<file path="src/rtl/rr_pkg.sv">
package rr_pkg;
  localparam int WORD_W  = 32;
  localparam int WORDS   = 8;
  localparam int ENTRY_W = WORD_W * WORDS;
  localparam int CNT_W   = 4;

  typedef enum logic [CNT_W-1:0] {
    RR_ERR_NONE        = 4'd0,
    RR_ERR_BUF_AS_LINK = 4'd1,
    RR_ERR_LINK_AS_BUF = 4'd2
  } rr_err_e;

  typedef struct packed {
    logic [31:0] addr_lo;
    logic [7:0]  addr_hi;
    logic [3:0]  ret_mgr;
    logic [19:0] cookie;
    logic [2:0]  src;
    logic [2:0]  dtype;
  } rr_desc_t;
endpackage

</file>
<file path="src/rtl/rr_rst_sync.sv">
module rr_rst_sync (
  input  logic clk,
  input  logic rst_n,
  output logic srst_n
);
  logic [1:0] sync_q;

  always_ff @(posedge clk or negedge rst_n) begin
    if (!rst_n) sync_q <= 2'b00;
    else        sync_q <= {sync_q[0], 1'b1};
  end

  assign srst_n = sync_q[1];
endmodule

</file>
<file path="src/rtl/rr_classify.sv">
module rr_classify
  import rr_pkg::*;
(
  input  logic [3:0]       ret_mgr,
  input  logic [2:0]       dtype,
  output logic             is_err,
  output logic [CNT_W-1:0] err_code
);
  logic to_link_list, to_buf_list, is_buf, is_link;

  always_comb begin
    to_buf_list  = (ret_mgr == 4'd0);
    to_link_list = (ret_mgr inside {4'd1, 4'd2, 4'd3, 4'd12});
    is_buf       = (dtype == 3'd0);
    is_link      = (dtype inside {3'd1, 3'd2, 3'd4});
    err_code     = RR_ERR_NONE;
    if (is_buf && to_link_list)      err_code = RR_ERR_BUF_AS_LINK;
    else if (is_link && to_buf_list) err_code = RR_ERR_LINK_AS_BUF;
    is_err = (err_code != RR_ERR_NONE);
  end
endmodule

</file>
<file path="src/rtl/rr_entry_pack.sv">
module rr_entry_pack
  import rr_pkg::*;
(
  input  rr_desc_t           desc,
  input  logic               err_flag,
  input  logic [CNT_W-1:0]   cnt,
  output logic [ENTRY_W-1:0] entry
);
  for (genvar i = 0; i < WORDS; i++) begin : g_word
    if (i == 0) begin : g_addr
      assign entry[i*WORD_W +: WORD_W] = desc.addr_lo;
    end else if (i == 1) begin : g_mgr
      assign entry[i*WORD_W +: WORD_W] = {desc.cookie, desc.ret_mgr, desc.addr_hi};
    end else if (i == 2) begin : g_info
      assign entry[i*WORD_W +: WORD_W] = {err_flag, 22'd0, desc.dtype, 3'd0, desc.src};
    end else if (i == WORDS - 1) begin : g_cnt
      assign entry[i*WORD_W +: WORD_W] = {cnt, {(WORD_W-CNT_W){1'b0}}};
    end else begin : g_zero
      assign entry[i*WORD_W +: WORD_W] = '0;
    end
  end
endmodule

</file>
<file path="src/rtl/rr_ring_ptr.sv">
module rr_ring_ptr #(
  parameter int AW = 4
) (
  input  logic          clk,
  input  logic          rst_n,
  input  logic          push,
  input  logic [AW-1:0] rd_ptr,
  output logic [AW-1:0] wr_ptr,
  output logic          full,
  output logic          wrap
);
  logic [AW-1:0] wr_q, wr_d, wr_inc;

  always_comb begin
    wr_inc = AW'(wr_q + 1'b1);
    full   = (wr_inc == rd_ptr);
    wrap   = push && (wr_q == {AW{1'b1}});
    wr_d   = push ? wr_inc : wr_q;
  end

  always_ff @(posedge clk or negedge rst_n) begin
    if (!rst_n) wr_q <= '0;
    else        wr_q <= wr_d;
  end

  assign wr_ptr = wr_q;


  no_push_full_chk: assert property (@(posedge clk) disable iff (!rst_n)
    push |-> (AW'(wr_ptr + 1'b1) != rd_ptr));

  ptr_step_chk: assert property (@(posedge clk) disable iff (!rst_n)
    push |=> (wr_ptr == AW'($past(wr_ptr) + 1'b1)));

  ptr_hold_chk: assert property (@(posedge clk) disable iff (!rst_n)
    !push |=> $stable(wr_ptr));
endmodule

</file>
<file path="src/rtl/rr_release_router.sv">
module rr_release_router
  import rr_pkg::*;
#(
  parameter  int DEPTH = 16,
  localparam int AW    = (DEPTH > 1) ? $clog2(DEPTH) : 1
) (
  input  logic               clk,
  input  logic               rst_n,
  input  logic               in_valid,
  output logic               in_ready,
  input  logic [31:0]        in_addr_lo,
  input  logic [7:0]         in_addr_hi,
  input  logic [3:0]         in_ret_mgr,
  input  logic [19:0]        in_cookie,
  input  logic [2:0]         in_src,
  input  logic [2:0]         in_type,
  input  logic [AW-1:0]      norm_rd_ptr,
  input  logic [AW-1:0]      err_rd_ptr,
  output logic [AW-1:0]      norm_wr_ptr,
  output logic [AW-1:0]      err_wr_ptr,
  output logic               norm_we,
  output logic [AW-1:0]      norm_idx,
  output logic [ENTRY_W-1:0] norm_data,
  output logic               err_we,
  output logic [AW-1:0]      err_idx,
  output logic [ENTRY_W-1:0] err_data
);
  logic               srst_n;
  rr_desc_t           desc;
  logic               is_err, norm_full, err_full, norm_wrap, err_wrap;
  logic               accept, norm_push, err_push;
  logic [CNT_W-1:0]   err_code, stamp;
  logic [CNT_W-1:0]   lap_q, lap_d;
  logic [ENTRY_W-1:0] entry;
  logic               nwe_q, nwe_d, ewe_q, ewe_d;
  logic [AW-1:0]      nidx_q, nidx_d, eidx_q, eidx_d;
  logic [ENTRY_W-1:0] ndat_q, ndat_d, edat_q, edat_d;

  rr_rst_sync u_rst (.clk(clk), .rst_n(rst_n), .srst_n(srst_n));

  assign desc = '{addr_lo: in_addr_lo, addr_hi: in_addr_hi, ret_mgr: in_ret_mgr,
                  cookie: in_cookie, src: in_src, dtype: in_type};

  rr_classify u_cls (.ret_mgr(in_ret_mgr), .dtype(in_type), .is_err(is_err), .err_code(err_code));

  rr_ring_ptr #(.AW(AW)) u_nptr (.clk(clk), .rst_n(srst_n), .push(norm_push), .rd_ptr(norm_rd_ptr),
                                 .wr_ptr(norm_wr_ptr), .full(norm_full), .wrap(norm_wrap));
  rr_ring_ptr #(.AW(AW)) u_eptr (.clk(clk), .rst_n(srst_n), .push(err_push), .rd_ptr(err_rd_ptr),
                                 .wr_ptr(err_wr_ptr), .full(err_full), .wrap(err_wrap));

  rr_entry_pack u_pack (.desc(desc), .err_flag(is_err), .cnt(stamp), .entry(entry));

  always_comb begin
    in_ready  = is_err ? !err_full : !norm_full;
    accept    = in_valid && in_ready;
    norm_push = accept && !is_err;
    err_push  = accept && is_err;
    stamp     = is_err ? err_code : CNT_W'(lap_q + 1'b1);
    lap_d     = norm_wrap ? CNT_W'(lap_q + 1'b1) : lap_q;
    nwe_d     = norm_push;
    nidx_d    = norm_push ? norm_wr_ptr : nidx_q;
    ndat_d    = norm_push ? entry : ndat_q;
    ewe_d     = err_push;
    eidx_d    = err_push ? err_wr_ptr : eidx_q;
    edat_d    = err_push ? entry : edat_q;
  end

  always_ff @(posedge clk or negedge srst_n) begin
    if (!srst_n) begin
      lap_q  <= '0;
      nwe_q  <= 1'b0;
      nidx_q <= '0;
      ndat_q <= '0;
      ewe_q  <= 1'b0;
      eidx_q <= '0;
      edat_q <= '0;
    end else begin
      lap_q  <= lap_d;
      nwe_q  <= nwe_d;
      nidx_q <= nidx_d;
      ndat_q <= ndat_d;
      ewe_q  <= ewe_d;
      eidx_q <= eidx_d;
      edat_q <= edat_d;
    end
  end

  assign norm_we   = nwe_q;
  assign norm_idx  = nidx_q;
  assign norm_data = ndat_q;
  assign err_we    = ewe_q;
  assign err_idx   = eidx_q;
  assign err_data  = edat_q;


  err_rec_flag_chk: assert property (@(posedge clk) disable iff (!srst_n)
    err_we |-> (err_data[95] && (err_data[255:252] != 4'd0)));

  norm_rec_flag_chk: assert property (@(posedge clk) disable iff (!srst_n)
    norm_we |-> !norm_data[95]);

  norm_zero_words_chk: assert property (@(posedge clk) disable iff (!srst_n)
    norm_we |-> (norm_data[223:96] == '0));

  norm_idx_chk: assert property (@(posedge clk) disable iff (!srst_n)
    norm_we |-> (norm_wr_ptr == AW'(norm_idx + 1'b1)));
endmodule

</file>
<file path="config.mk">
export PLATFORM = sky130hd
export DESIGN_NAME = rr_release_router
export DESIGN_NICKNAME = d
export VERILOG_FILES = /design/src/rtl/rr_pkg.sv /design/src/rtl/rr_rst_sync.sv /design/src/rtl/rr_classify.sv /design/src/rtl/rr_entry_pack.sv /design/src/rtl/rr_ring_ptr.sv /design/src/rtl/rr_release_router.sv
export SDC_FILE = /design/constraint.sdc
export NUM_CORES = 1
export LEC_CHECK = 0
export ABC_CLOCK_PERIOD_IN_PS = 6700
export BUFFER_PORTS_ARGS = -buffer_cell sky130_fd_sc_hd__buf_2
export CAP_MARGIN = 25
export CORE_AREA = 2 2 237 239
export DETAILED_ROUTE_END_ITERATION = 6
export DIE_AREA = 0 0 239 241
export GPL_TIMING_DRIVEN = 1
export PLACE_DENSITY = 0.47
export SLEW_MARGIN = 20
export SYNTH_ARGS = -nofsm -noshare
export SYNTH_HDL_FRONTEND = slang
export SYNTH_SLANG_ARGS = --single-unit
</file>
<file path="constraint.sdc">
create_clock -name clk -period 6.7 [get_ports clk]
set_input_delay 0.67 -clock clk [delete_from_list [all_inputs] [get_ports clk]]
set_output_delay 0.67 -clock clk [all_outputs]
set_load 0.01 [all_outputs]
</file>
# After elaboration in Yosys (flattened, before gate mapping)
# Index checks and enable logic that the tools add are counted.
# W data, S select, Z words.
# word_totals
input_bits	81
elab_cells	41
ff_bits	174
output_inout_bits	531
# classes
n_reduce_logical	14
mux	4
n_eq_ne	10
addsub	3
# op_table
cell	count
$add A4 B1 Y4 const B	3
$eq A4 B2 Y1 const B	2
$eq A4 B4 Y1	2
$eq A4 B4 Y1 const B	2
$mux W4	2
$reduce_bool A4 Y1	2
$logic_and A1 B1 Y1	6
$eq A4 B1 Y1 const B	1
$logic_not A4 Y1	1
$eq A3 B1 Y1 const B	1
$eq A3 B2 Y1 const B	1
$eq A3 B3 Y1 const B	1
$logic_not A1 Y1	3
$logic_not A3 Y1	1
$reduce_bool A3 Y1	1
$mux W2	1
$mux W1	1

# Depth between registers and ports, before layout
# logic_depth
ltp_word	10
depth_mapped	8
mapped_depth_nobuf	7

# Modules after synthesis
# Synthesis repeated with hierarchy kept, for this count alone.
# unflattened
cells_unflattened	1994
area_unflattened_um2	22358.9
# modules_own_cells
mod	seq_area_each_um2	area_each_um2	cells_per_inst	instances
rr_release_router	13162.6	19781.5	1674	1
rr_entry_pack	0.0	1925.6	257	1
rr_ring_ptr	100.1	237.7	21	2
rr_classify	0.0	122.6	18	1
rr_rst_sync	50.0	53.8	3	1

# Worst setup path before layout
# Ideal clock, no wire load.
# synth_timing
kind	in2out
from	input port in_ret_mgr[1]
to	output port in_ready
arrival_time_ps	2028
n_path_buf	1
cell_stages	6
setup_slack_ps	4002
t_required_ps	6030
path_cell_list	nor4_1 > o21ai_1 > a21boi_0 > clkbuf_1 > a2111oi_0 > a31oi_1
# synth_between
elab_chain_cells	6
word_cells_on_any_way	12
classes_between	4 x eq/ne; 3 x mux; 5 x reduce/logical
# synth_rtl
item	line	text
start, declared	rr_release_router.sv:13	input logic [3:0] in_ret_mgr,
$eq A4 B1 Y1 (tied with other cells)	rr_classify.sv:13	to_link_list = (ret_mgr inside {4'd1, 4'd2, 4'd3, 4'd12});
$reduce_bool A4 Y1 or $logic_and A1 B1 Y1 (tied branches)	rr_classify.sv:13, rr_classify.sv:18	
$logic_and A1 B1 Y1 or $mux W2 (tied branches)	rr_classify.sv:17, rr_classify.sv:18	
$mux W4 (*)	rr_classify.sv:17	if (is_buf && to_link_list) err_code = RR_ERR_BUF_AS_LINK;
$reduce_bool A4 Y1 (*)	rr_classify.sv:19	is_err = (err_code != RR_ERR_NONE);
$mux W1 (*)	rr_release_router.sv:54	in_ready = is_err ? !err_full : !norm_full;
end, declared	rr_release_router.sv:10	output logic in_ready,
# Mark *: on every way between the ends. The rest lies on a longest branch, timed or not.

# Final worst setup path
# layout_timing
from	register u_nptr.wr_q[0], in the netlist u_nptr.wr_ptr[0]
to	register ndat_q[30], in the netlist norm_data[30]
# layout_between
elab_chain_cells	6
# layout_rtl
item	line	text
start, declared	rr_ring_ptr.sv:12	logic [AW-1:0] wr_q, wr_d, wr_inc;
start signal, assigned	rr_ring_ptr.sv:23	else wr_q <= wr_d;
$add A4 B1 Y4	rr_ring_ptr.sv:15	wr_inc = AW'(wr_q + 1'b1);
$eq A4 B4 Y1	rr_ring_ptr.sv:16	full = (wr_inc == rd_ptr);
$logic_not A1 Y1	rr_release_router.sv:54	
$mux W1	rr_release_router.sv:54	
$logic_and A1 B1 Y1	rr_release_router.sv:55	accept = in_valid && in_ready;
$logic_and A1 B1 Y1	rr_release_router.sv:56	norm_push = accept && !is_err;
end signal, assigned	rr_release_router.sv:81	ndat_q <= ndat_d;
end, declared	rr_release_router.sv:37	logic [ENTRY_W-1:0] ndat_q, ndat_d, edat_q, edat_d;
# No other way between the ends.
# A chain may end at the register's enable or synchronous reset.

==> run summary <==
The effective utilization at floorplan was 18.0%; the maximum resistive drop on vdd was 0.192 mV. Along the worst path, the maximum fanout reaches 42. In this run the tightest slew margin relative to its limit is 39.4%. The detailed-route DRC error count is 0. In this run the worst setup path terminates at norm_data[30]$_DFFE_PN0P_.

The top cell type's share of synthesized area works out to 44.1%. Summed over all failing endpoints, the final setup total negative slack is 0 ps. Data on the critical path is required at its endpoint by 7050 ps. The number of setup violations in the final report is 0, and the pre-CTS setup slack is 3020 ps. Summed over all cells, the static leakage comes to 5.80 nW. The number of gates resized after CTS was 0.

The sink count of the clock tree was 174. By area the synthesized netlist is led by sky130_fd_sc_hd__dfrtp_1, sky130_fd_sc_hd__buf_4, sky130_fd_sc_hd__mux2_4, sky130_fd_sc_hd__mux2_2, sky130_fd_sc_hd__buf_12. With fillers left out, the area of the finished cells amounts to 11100 sq um. The via count of the first global-routing pass was 4805.

Cell area after placement: 10500 sq um. sky130_fd_sc_hd__buf_4 is the most common cell in the netlist. Dividing the detail-routed via count by the number of cells gives 3.02. Walking the worst path, the cells encountered are ha_1 -> xnor2_1 -> xnor2_1 -> o31a_1 -> and3_4 -> buf_4 -> mux2_4. The synthesized design contains 0 enable-type register cells.

After clock tree synthesis, the clock-pin slew on the worst setup and hold paths is 80 ps. From synthesis to final layout, the design area changed by 12.1%. The category of the most critical setup path was reg2reg. The die is 239 microns wide.

The tool flagged a number of max-cap violations equal to 0. Critical path capture point type: a flip-flop. The worst register-to-register path ends at norm_data[30]$_DFFE_PN0P_. Counting stages on the worst path, the most repeated cell is sky130_fd_sc_hd__xnor2_1. The number of instances in the synthesized netlist was 785. The region available for standard cell placement spans 54900 sq um. The number of hold violations in the final report came out at 0. The mapped cell area came out at 9870 sq um. The count of TritonRoute iterations in the first routing pass was 4. The number of design-rule violations left by the first detailed-router iteration is 133. The floorplan step set the die height to 241 microns.

During I/O placement, the number of pins put on the boundary was 612. TritonCTS built the clock tree. The tools report the largest net degree at the start of global routing as 65. In this run, CTS created clock tree buffers numbering 17. Static timing analysis puts the maximum clock frequency at 284 MHz.

The tightest min-delay check is of the reg2reg type. The run finished with clean final reports. For this run, the post-layout net count is 1125.

The worst setup path is launched from a flip-flop. Of the cells placed in the final design, the portion with a size suffix greater than 1 is 42.2%. The total overflow reported by the global router is 0, and the final routed wire length divided by cell count is 12.4 microns. The fraction of registers with async set/reset was 100%; the clock latency on the worst-skew pair was 480 ps. The count of nets left with antenna violations once routing finished came out at 0. Across every metal layer, demand over resource in global routing totals 7.25%.

The distinct cell type count of the synthesized netlist came out at 39. In the synthesized netlist the dominant register cell turns out to be sky130_fd_sc_hd__dfrtp_1. The H-tree depth is 4, and the peak per-stage delay on the critical path is 790 ps.

The setup slack of the most critical reg-to-reg path is 3180 ps, and the number of max-slew violations in the final report is 0. The largest individual stage delay along the critical path comes from the cell sky130_fd_sc_hd__and3_4. For this run, the number of Yosys warnings is 0.

After layout, the worst path uses 52.5% of the clock period. Routability-driven placement finished with a final weighted congestion of 0.736. After layout, the worst setup slack is 3180 ps. The power per standard cell area works out to 371 nW/um^2. Data arrives at the worst endpoint at 3870 ps. The average cell area after synthesis is 12.6 sq um. The root buffer cell chosen for the clock tree is sky130_fd_sc_hd__clkbuf_16. Total vias in the final route: 5315.

Of the synthesized area, sequential elements account for 44.1%. The number of synthesized register bits is 174. The initialized floorplan defines 86 standard-cell rows. The area of the die was 57600 sq um; the cell count of the worst reg-to-reg path was 7. No sink is reached through more buffers than the 2 on the longest clock path. The clock period could shrink to 3520 ps.

The first global-routing pass estimated 30.0 mm of wire. Input and output buffers added on the ports amount to 249. The reg-to-reg startpoint is u_nptr.wr_ptr[0]$_DFFE_PN0P_. The synthesized design spends more area on one cell type than any other, namely sky130_fd_sc_hd__dfrtp_1.

The tools report the start point of the critical path as u_nptr.wr_ptr[0]$_DFFE_PN0P_. For the initial antenna violation count, the log shows 1. The clock skew after layout came out at 15.0 ps. Sorting the synthesized cells by how often they occur yields sky130_fd_sc_hd__buf_4, sky130_fd_sc_hd__dfrtp_1, sky130_fd_sc_hd__mux2_2. Wires add up to 21.7 mm. For the pin with the worst max-slew slack, the measured transition is 909 ps.

The run gives 15.9 mm as the half-perimeter wire length after placement. Setup repair after global routing left no endpoint under its margin.
placed cells by master (no fill, tap or decap), types with 2 or more instances in the layout:
master	synthesis	layout
sky130_fd_sc_hd__conb_1	2	363
sky130_fd_sc_hd__buf_2	4	249
sky130_fd_sc_hd__dfrtp_1	174	173
sky130_fd_sc_hd__mux2_2	77	77
sky130_fd_sc_hd__mux2_4	76	76
sky130_fd_sc_hd__clkbuf_16	0	17
sky130_fd_sc_hd__xnor2_1	15	15
sky130_fd_sc_hd__xor2_1	7	7
sky130_fd_sc_hd__nand3_1	6	6
sky130_fd_sc_hd__buf_4	366	6
sky130_fd_sc_hd__nand2_1	5	5
sky130_fd_sc_hd__nor2_1	4	4
sky130_fd_sc_hd__inv_6	0	4
sky130_fd_sc_hd__nor3_1	3	3
sky130_fd_sc_hd__nand4_1	3	3
sky130_fd_sc_hd__ha_1	3	3
sky130_fd_sc_hd__inv_8	0	3
sky130_fd_sc_hd__nor3b_1	2	2
sky130_fd_sc_hd__a31oi_1	2	2
sky130_fd_sc_hd__inv_1	2	2
sky130_fd_sc_hd__mux2i_1	2	2
sky130_fd_sc_hd__a211oi_1	2	2
sky130_fd_sc_hd__and2_1	2	2
sky130_fd_sc_hd__clkinvlp_4	0	2
sky130_fd_sc_hd__clkinv_4	0	2
sky130_fd_sc_hd__clkbuf_8	0	2
layout make-up:
type	instances	area (sq um)
fillers	6009	43800
inverters	3	11.3
clock buffers	19	453
multi-input cells	589	3910
diodes	1	2.50
repair buffers	256	1300
flip-flops and latches	174	4360
clock inverters	13	148
well taps	704	881
sequential cells by signal, indices dropped and copies added, names as in the netlist:
name / count
norm_idx: 4
lap_q: 4
err_data: 75
norm_we: 1
u_eptr.wr_ptr: 4
err_idx: 4
u_nptr.wr_ptr: 4
norm_data: 75
u_rst.sync_q: 2
err_we: 1
critical path, delay by kind of cell, from the launching register on:
kind | cells | cell delay [ps]
buffers and inverters | 1 | 770
AND/OR/NAND/NOR | 1 | 790
flip-flops | 1 | 470
XOR/XNOR | 2 | 350
adder cells (fa/ha/maj) | 1 | 280
AO/OA/AOI/OAI | 1 | 260
multiplexers | 1 | 360
report_power, final:
part / leakage, nW / internal, W / switching [W] / total (W)
sequential: 2.11 / 0.00141 / 0.000230 / 0.00164
clock: 0.290 / 0.000547 / 0.000489 / 0.00104
combinational: 3.40 / 0.000721 / 0.000711 / 0.00143
per-layer routing:
layer	up-vias	track usage, %	share of wire [%]
met5	-	0	0
met4	0	4.09	2.3
met3	21	2.69	7.5
met2	276	11.5	50
met1	2650	8.40	40
li1	2368	-	-
stage by stage:
| stage | hold WS [ps] | utilization (%) | total power [W] | cells |
|---|---|---|---|---|
| 2_1_floorplan | 331 | - | 0.00274 | 1146 |
| 3_3_place_gp | 336 | 19.1 | 0.00311 | 1725 |
| 3_5_place_dp | 337 | 19.1 | 0.00312 | 1725 |
| 4_1_cts | 345 | 20.2 | 0.00422 | 1758 |
| 5_1_grt | 370 | 20.2 | 0.00439 | 1759 |
| 6_report | 355 | 20.2 | 0.00411 | 1759 |
worst min path at each step:
stage / startpoint / to / slack (ps) / cells past startpoint
floorplan: u_rst.sync_q[0]$_DFF_PN0_ / u_rst.sync_q[1]$_DFF_PN0_ / 330 / 0
global placement: u_rst.sync_q[0]$_DFF_PN0_ / u_rst.sync_q[1]$_DFF_PN0_ / 340 / 0
detailed placement: u_rst.sync_q[0]$_DFF_PN0_ / u_rst.sync_q[1]$_DFF_PN0_ / 340 / 0
CTS: in_addr_lo[2] / err_data[2]$_DFFE_PN0P_ / 340 / 2
global route: u_rst.sync_q[0]$_DFF_PN0_ / u_rst.sync_q[1]$_DFF_PN0_ / 370 / 0
finish: u_rst.sync_q[0]$_DFF_PN0_ / u_rst.sync_q[1]$_DFF_PN0_ / 360 / 0
cells by family (layout without fill, tap and decap cells):
| group | Yosys count | count (layout) | synth area share (%) |
|---|---|---|---|
| AND/OR/NAND/NOR | 30 | 30 | 1.66 |
| flip-flops | 174 | 174 | 44.1 |
| XOR/XNOR | 22 | 22 | 1.95 |
| AO/OA/AOI/OAI | 15 | 15 | 1.18 |
| adder cells (fa/ha/maj) | 3 | 3 | 0.380 |
| multiplexers | 156 | 156 | 20.7 |
| buffers and inverters | 383 | 291 | 30.0 |
| other | 2 | 364 | 0.0761 |
what timing repair did:
item,CTS,global route
hold endpoints to repair,2,0
buffers inserted,0,0
hold buffers,1,0
Note: power is estimated with default switching activity, not from simulation.
